**config.mk**
```make
export PLATFORM = sky130hd
export DESIGN_NAME = codec_script_init
export DESIGN_NICKNAME = d
export VERILOG_FILES = /design/src/rtl/codec_script_init.sv
export SDC_FILE = /design/constraint.sdc
export NUM_CORES = 1
export LEC_CHECK = 0
export ABC_AREA = 1
export ABC_CLOCK_PERIOD_IN_PS = 6000
export BUFFER_PORTS_ARGS = -buffer_cell sky130_fd_sc_hd__buf_2
export CAP_MARGIN = 20
export CORE_ASPECT_RATIO = 0.7
export CORE_MARGIN = 2
export CORE_UTILIZATION = 65
export CTS_BUF_LIST = sky130_fd_sc_hd__clkbuf_8 sky130_fd_sc_hd__clkbuf_16
export DETAILED_ROUTE_END_ITERATION = 16
export GPL_ROUTABILITY_DRIVEN = 0
export HOLD_SLACK_MARGIN = 0.1
export PLACE_DENSITY = 0.82
export SYNTH_ARGS = -nofsm -noshare
export SYNTH_HDL_FRONTEND = slang
export SYNTH_SLANG_ARGS = --single-unit
```
**constraint.sdc**
```tcl
create_clock -name clk -period 6 [get_ports clk]
set_input_delay 1.2 -clock clk [delete_from_list [all_inputs] [get_ports clk]]
set_output_delay 1.2 -clock clk [all_outputs]
set_load 0.02 [all_outputs]
```
**src/rtl/codec_script_init.sv**
```systemverilog
module codec_script_init #(
  parameter int          CLK_HZ    = 50_000_000,
  parameter int          SCL_HZ    = 100_000,
  parameter int          MS_CYCLES = CLK_HZ / 1000,
  parameter bit          MCLK_16M  = 1'b0,
  parameter logic [6:0]  DEV_ADDR  = 7'h18
) (
  input  logic clk,
  input  logic rst_n,
  input  logic start,
  input  logic sda_in,
  output logic scl_oe,
  output logic sda_oe,
  output logic busy,
  output logic done,
  output logic error
);
  localparam int QTR = CLK_HZ / (4 * SCL_HZ);
  localparam int QW  = $clog2(QTR + 1);
  localparam int MW  = $clog2(MS_CYCLES + 1);
  localparam int PW  = 5;

  localparam logic [1:0] OP_WR = 2'd0, OP_BC = 2'd1, OP_DLY = 2'd2, OP_END = 2'd3;

  localparam logic [7:0] PLL_J  = MCLK_16M ? 8'h18 : 8'h20;
  localparam logic [7:0] PLL_DH = MCLK_16M ? 8'h16 : 8'h1E;
  localparam logic [7:0] PLL_DL = MCLK_16M ? 8'h80 : 8'h00;

  typedef enum logic [2:0] {S_FETCH, S_START, S_BIT, S_STOP, S_DELAY, S_DONE, S_ERR} st_t;

  function automatic logic [17:0] rom_at(input logic [PW-1:0] i);
    case (i)
      5'd0:  rom_at = {OP_WR,  8'h00, 8'h00};
      5'd1:  rom_at = {OP_WR,  8'h01, 8'h01};
      5'd2:  rom_at = {OP_DLY, 16'd100};
      5'd3:  rom_at = {OP_WR,  8'h03, 8'h01};
      5'd4:  rom_at = {OP_WR,  8'h04, PLL_J};
      5'd5:  rom_at = {OP_WR,  8'h05, PLL_DH};
      5'd6:  rom_at = {OP_BC,  8'h00, PLL_DL};
      5'd7:  rom_at = {OP_WR,  8'h03, 8'h81};
      5'd8:  rom_at = {OP_WR,  8'h07, 8'h0A};
      5'd9:  rom_at = {OP_WR,  8'h08, 8'hC0};
      5'd10: rom_at = {OP_WR,  8'h09, 8'h00};
      5'd11: rom_at = {OP_WR,  8'h0F, 8'h00};
      5'd12: rom_at = {OP_WR,  8'h10, 8'h00};
      5'd13: rom_at = {OP_WR,  8'h11, 8'h0F};
      5'd14: rom_at = {OP_WR,  8'h12, 8'hF0};
      5'd15: rom_at = {OP_WR,  8'h13, 8'h00};
      5'd16: rom_at = {OP_WR,  8'h16, 8'h00};
      5'd17: rom_at = {OP_WR,  8'h13, 8'h04};
      5'd18: rom_at = {OP_WR,  8'h16, 8'h04};
      5'd19: rom_at = {OP_WR,  8'h25, 8'hE0};
      5'd20: rom_at = {OP_WR,  8'h26, 8'h10};
      5'd21: rom_at = {OP_WR,  8'h2F, 8'h80};
      5'd22: rom_at = {OP_WR,  8'h40, 8'h80};
      5'd23: rom_at = {OP_WR,  8'h33, 8'h01};
      5'd24: rom_at = {OP_WR,  8'h41, 8'h01};
      5'd25: rom_at = {OP_WR,  8'h2B, 8'h00};
      5'd26: rom_at = {OP_WR,  8'h2C, 8'h00};
      5'd27: rom_at = {OP_WR,  8'h33, 8'h09};
      5'd28: rom_at = {OP_WR,  8'h41, 8'h09};
      default: rom_at = {OP_END, 16'h0000};
    endcase
  endfunction

  st_t           st;
  logic [1:0]    ph;
  logic [QW-1:0] div;
  logic [3:0]    bitn;
  logic [7:0]    sh;
  logic [1:0]    bidx;
  logic [PW-1:0] pc;
  logic [15:0]   dly;
  logic [MW-1:0] mscnt;
  logic          nack, fail;

  wire [17:0] cur  = rom_at(pc);
  wire [17:0] nxt  = rom_at(PW'(pc + 1'b1));
  wire        onbus = (st == S_START) || (st == S_BIT) || (st == S_STOP);
  wire        tick = (div == QW'(QTR - 1));

  assign scl_oe = (st == S_START && ph == 2'd2) || (st == S_BIT && (ph == 2'd0 || ph == 2'd3)) ||
                  (st == S_STOP && ph == 2'd0);
  assign sda_oe = (st == S_START && ph != 2'd0) || (st == S_BIT && bitn != 4'd8 && !sh[7]) ||
                  (st == S_STOP && ph < 2'd2);
  assign done  = (st == S_DONE);
  assign error = (st == S_ERR);
  assign busy  = !(done || error);

  always_ff @(posedge clk) begin
    if (!rst_n) begin
      st <= S_FETCH; ph <= '0; div <= '0; bitn <= '0; sh <= '0; bidx <= '0;
      pc <= '0; dly <= '0; mscnt <= '0; nack <= 1'b0; fail <= 1'b0;
    end else begin
      div <= (onbus && !tick) ? div + 1'b1 : '0;
      case (st)
        S_FETCH: begin
          ph <= '0;
          case (cur[17:16])
            OP_WR:  begin st <= S_START; sh <= {DEV_ADDR, 1'b0}; bidx <= '0; bitn <= '0; end
            OP_DLY: begin st <= S_DELAY; dly <= cur[15:0]; mscnt <= '0; end
            OP_BC:  pc <= pc + 1'b1;
            default: st <= S_DONE;
          endcase
        end
        S_START: if (tick) begin
          if (ph == 2'd2) begin ph <= '0; st <= S_BIT; end
          else ph <= ph + 1'b1;
        end
        S_BIT: if (tick) begin
          ph <= ph + 1'b1;
          if (ph == 2'd1 && bitn == 4'd8) nack <= sda_in;
          if (ph == 2'd3) begin
            if (bitn != 4'd8) begin
              sh <= {sh[6:0], 1'b0};
              bitn <= bitn + 1'b1;
            end else begin
              bitn <= '0;
              if (nack) begin fail <= 1'b1; st <= S_STOP; end
              else if (bidx == 2'd0) begin sh <= cur[15:8]; bidx <= 2'd1; end
              else if (bidx == 2'd1) begin sh <= cur[7:0];  bidx <= 2'd2; end
              else if (nxt[17:16] == OP_BC) begin pc <= pc + 1'b1; sh <= nxt[7:0]; end
              else begin pc <= pc + 1'b1; st <= S_STOP; end
            end
          end
        end
        S_STOP: if (tick) begin
          ph <= ph + 1'b1;
          if (ph == 2'd3) st <= fail ? S_ERR : S_FETCH;
        end
        S_DELAY: begin
          if (dly == '0) begin pc <= pc + 1'b1; st <= S_FETCH; end
          else if (mscnt == MW'(MS_CYCLES - 1)) begin mscnt <= '0; dly <= dly - 1'b1; end
          else mscnt <= mscnt + 1'b1;
        end
        default: if (start) begin pc <= '0; fail <= 1'b0; nack <= 1'b0; st <= S_FETCH; end
      endcase
    end
  end

  a_r7_sda_fall_only_start: assert property (@(posedge clk) disable iff (!rst_n)
    ($rose(sda_oe) && !scl_oe && !$past(scl_oe)) |-> (st == S_START));
  a_r7_sda_rise_only_stop: assert property (@(posedge clk) disable iff (!rst_n)
    ($fell(sda_oe) && !scl_oe && !$past(scl_oe)) |-> (st == S_STOP));
  a_r9_flags_exclusive: assert property (@(posedge clk) disable iff (!rst_n)
    !(done && error));
  a_r9_idle_released: assert property (@(posedge clk) disable iff (!rst_n)
    (done || error) |-> (!scl_oe && !sda_oe));
  a_r8_error_holds: assert property (@(posedge clk) disable iff (!rst_n)
    (error && !start) |=> error);
  a_r8_error_after_stop: assert property (@(posedge clk) disable iff (!rst_n)
    $rose(error) |-> ($past(st) == S_STOP));
endmodule

```
==> results_dict.tcl <==
set metrics [dict create \
    status "completed" \
    ys.warnings.count 0 \
    static-leakage-power_nw 2.385 \
    fin_nets 797 \
    worst_skew_pair.late_latency_ps 350 \
    power.density_cell_area_mw_per_mm2 537.8 \
    grt_usage_pct 30.53 \
    summed_area_of_non_filler_cells_in_the_final_layout_mm2 0.005597 \
    worst-path-max-fanout 14 \
    ant_nets 0 \
    timing.setup.tns_ps 0 \
    cts-hold-fix-buffers 0 \
    syn_avg_cell_area_um2 6.829 \
    finish.cell_count_without_fillers 873 \
    post_detailed_placement_half_perimeter_wirelength_um 9703 \
    dpl_worst_slack_ps 2516 \
    ys_dominant_reg_cell "sky130_fd_sc_hd__dfxtp_1" \
    arrival_ps 3480 \
    floorplan.rows 27 \
    max_cap_violations 0 \
    grt_setup_unrepaired "false" \
    number_of_flops_mapped_to_enable_cells_by_yosys 0 \
    cts_sinks 82 \
    grt_start_max_net_pins 27 \
    worst_pin_slew_ps 609.5 \
    wirelength_um 13080 \
    synth_cell_types 48 \
    routed_via_density 6.057 \
    routedWlPerCell_um 14.98 \
    cts_tree "yes" \
    hold_removal_path_class "flip-flop to flip-flop" \
    initial_core_util_pct 66.92 \
    final_hold_viol_count 0 \
    setup_violations 0 \
    globalRoute.totalOverflow 0 \
    post_synth_inst_count 768 \
    layout-drive-gt1-share_pct 9.585 \
    slew-limit-headroom_pct 59.32 \
    cts_buffers 9 \
    slew_viol_final 0 \
    drtPass1Iterations 6 \
    via_count 5288 \
    htree_levels 3 \
    synthSimpleGateAreaFrac_pct 33.21 \
    syn_area_mm2 0.005245 \
    die_w_um 111.4 \
    yosysSeqAreaShare_pct 31.30 \
    max-vdd-ir-drop_uv 412.0 \
    clock_skew_ps 9.946 \
    synth_compound_area_share_pct 18.13 \
    clock-root-buffer "sky130_fd_sc_hd__clkbuf_16" \
    critPathLaunchType "flip-flop" \
    synth_adder_area_share_pct 6.202 \
    die_area_mm2 0.008815 \
    ctsLongestPathBuffers 2 \
    synthToLayoutAreaGrowth_pct 6.703 \
    layout_min_cycle_time_ps 3237 \
    finalPower_mw 3.010 \
    placed_cell_area_mm2 0.005293 \
    synth_fp_nets 798 \
    endpoint_kind_of_the_worst_setup_timing_path "flip-flop" \
    synth-xor-area-share_pct 2.171 \
    grt_first_pass_wirelength_um 21940 \
    port-buffer-count 8 \
    async_reset_ff_share_pct 0 \
    worstSetupPathType "flip-flop to flip-flop" \
    core_region_area_mm2 0.007838 \
    dominant_combinational_cell_family_by_area_after_synthesis "simple AND/OR/NAND/NOR gates" \
    post_synth_mux_area_share_pct 0 \
    max_clock_freq_mhz 308.9 \
    antenna_violations_before_repair 0 \
    place_inst 857 \
    synth-seq-cells 82 \
    cts.repair.resized 0 \
    min_period_over_period_pct 53.95 \
    io-pin-count 9 \
    num_antenna_cells 0 \
    postLayoutSetupSlackWorst_ps 2763 \
    detailedRoute.firstIterationViolations 598 \
    cts_setup_buffers 0 \
    die_h_um 79.16 \
    cp.required_ps 6240 \
    clock_edge_transition_at_the_registers_on_the_reported_setup_and_hold_paths_ps 60 \
    number_of_global_route_vias_before_repair 4643 \
    drcViolationCount 0 \
]
## final cells by class
cell class                      count  area (um^2)
Inverter                           94        352.8
Timing Repair Buffer                8        40.04
Fill cell                         672         2241
Clock inverter                      7        78.83
Clock buffer                        9        225.2
Tap cell                          101        126.4
Multi-Input combinational cell    572         3132
Sequential cell                    82         1642
## cells by family after synthesis
logic type	count (synthesis)
and+or+nand+nor	373
xor gates and xnor gates	13
DFF	82
adders and majority gates	26
AOI/OAI and AO/OA	160
buffers and inverters	114
## layout by cell type (no fill, tap or decap), types with 2 or more instances in the layout
cell type                    synthesis  final
sky130_fd_sc_hd__inv_2               7      7
sky130_fd_sc_hd__o21a_1              2      2
sky130_fd_sc_hd__o211ai_1            7      7
sky130_fd_sc_hd__clkbuf_16           0      9
sky130_fd_sc_hd__or2_2               2      2
sky130_fd_sc_hd__o2111ai_1           3      3
sky130_fd_sc_hd__nand2_2             9      9
sky130_fd_sc_hd__o21ai_0            56     56
sky130_fd_sc_hd__a221oi_1            2      2
sky130_fd_sc_hd__a211oi_1            5      5
sky130_fd_sc_hd__inv_1              86     86
sky130_fd_sc_hd__clkinvlp_4          0      2
sky130_fd_sc_hd__nand3_2             9      9
sky130_fd_sc_hd__o22ai_1             8      8
sky130_fd_sc_hd__clkinv_4            0      2
sky130_fd_sc_hd__nor2_1             86     86
sky130_fd_sc_hd__nor2_2              4      4
sky130_fd_sc_hd__nor2_4              9      9
sky130_fd_sc_hd__nand4_1            11     11
sky130_fd_sc_hd__nand3_1            62     62
sky130_fd_sc_hd__o21ai_1             7      7
sky130_fd_sc_hd__buf_2               5      8
sky130_fd_sc_hd__nand2_4             2      2
sky130_fd_sc_hd__ha_1               26     26
sky130_fd_sc_hd__nor4_1              3      3
sky130_fd_sc_hd__o221ai_1            6      6
sky130_fd_sc_hd__nor3_1             11     11
sky130_fd_sc_hd__a21oi_1            51     51
sky130_fd_sc_hd__dfxtp_1            82     82
sky130_fd_sc_hd__o31ai_1             4      4
sky130_fd_sc_hd__nand2_1           161    161
sky130_fd_sc_hd__xnor2_1             2      2
sky130_fd_sc_hd__xor2_1             11     11
## layer usage
| metal | global-route usage [%] | vias to the layer above | part of all wire (%) |
|---|---|---|---|
| li1 | - | 2556 | - |
| met1 | 43.58 | 2439 | 46 |
| met2 | 45.91 | 264 | 43 |
| met3 | 8.244 | 29 | 8.9 |
| met4 | 7.654 | 0 | 1.7 |
| met5 | 0 | - | 0 |
## registers in the layout (all words and copies together), names as in the netlist
| signal | count |
|---|---|
| mscnt | 16 |
| bidx | 2 |
| st | 3 |
| pc | 5 |
| bitn | 4 |
| nack | 1 |
| cur | 17 |
| fail | 1 |
| ph | 2 |
| div | 7 |
| sh | 8 |
| dly | 16 |
## final timing paths
kind	from	endpoint	slack, ps	depth (start not counted)
worst min register to register	div[0]$_SDFF_PN0_	div[0]$_SDFF_PN0_	470	1
worst min-delay path	div[0]$_SDFF_PN0_	div[0]$_SDFF_PN0_	470	1
worst max-delay path	st[2]$_SDFFE_PN0P_	cur[0]$_DFF_P_	2760	17
worst max register to register	st[2]$_SDFFE_PN0P_	cur[0]$_DFF_P_	2760	17
## power breakdown
group / switching, mW / total (mW) / internal, mW / leakage (nW)
Clock: 0.233 / 0.559 / 0.326 / 0.144
Sequential: 0.103 / 0.769 / 0.666 / 0.668
Combinational: 1.18 / 1.68 / 0.499 / 1.57
Total: 1.52 / 3.01 / 1.49 / 2.39
## Yosys cell counts (9+ instances only)
| cell | count | share of area (%) |
|---|---|---|
| sky130_fd_sc_hd__a21oi_1 | 51 | 4.9 |
| sky130_fd_sc_hd__dfxtp_1 | 82 | 31 |
| sky130_fd_sc_hd__ha_1 | 26 | 6.2 |
| sky130_fd_sc_hd__inv_1 | 86 | 6.2 |
| sky130_fd_sc_hd__nand2_1 | 161 | 12 |
| sky130_fd_sc_hd__nand2_2 | 9 | 1.1 |
| sky130_fd_sc_hd__nand3_1 | 62 | 5.9 |
| sky130_fd_sc_hd__nand3_2 | 9 | 1.7 |
| sky130_fd_sc_hd__nand4_1 | 11 | 1.3 |
| sky130_fd_sc_hd__nor2_1 | 86 | 6.2 |
| sky130_fd_sc_hd__nor2_4 | 9 | 1.9 |
| sky130_fd_sc_hd__nor3_1 | 11 | 1.0 |
| sky130_fd_sc_hd__o21ai_0 | 56 | 5.3 |
| sky130_fd_sc_hd__xor2_1 | 11 | 1.8 |
## critical path, cell delays in order (launching register included)
cell,delay [ps]
sky130_fd_sc_hd__dfxtp_1,370
sky130_fd_sc_hd__inv_2,250
sky130_fd_sc_hd__nand3_1,440
sky130_fd_sc_hd__nand3_2,220
sky130_fd_sc_hd__nand3_2,100
sky130_fd_sc_hd__nor2_4,150
sky130_fd_sc_hd__nand2_4,110
sky130_fd_sc_hd__nand2_1,90
sky130_fd_sc_hd__nand2_1,130
sky130_fd_sc_hd__nor2_1,300
sky130_fd_sc_hd__inv_1,140
sky130_fd_sc_hd__ha_1,270
sky130_fd_sc_hd__inv_1,140
sky130_fd_sc_hd__nand3_1,140
sky130_fd_sc_hd__nand3_1,130
sky130_fd_sc_hd__nand2_1,50
sky130_fd_sc_hd__nand2_1,50
sky130_fd_sc_hd__nand2_1,50
## per-stage QoR
step	hold WS, ps	util (%)
global route	516.9	71.41
finish	471.4	71.41
global placement	447.8	67.53
detailed placement	464.8	67.53
CTS	479.2	71.41
floorplan	429.7	-
Note: power is estimated with default switching activity, not from simulation.
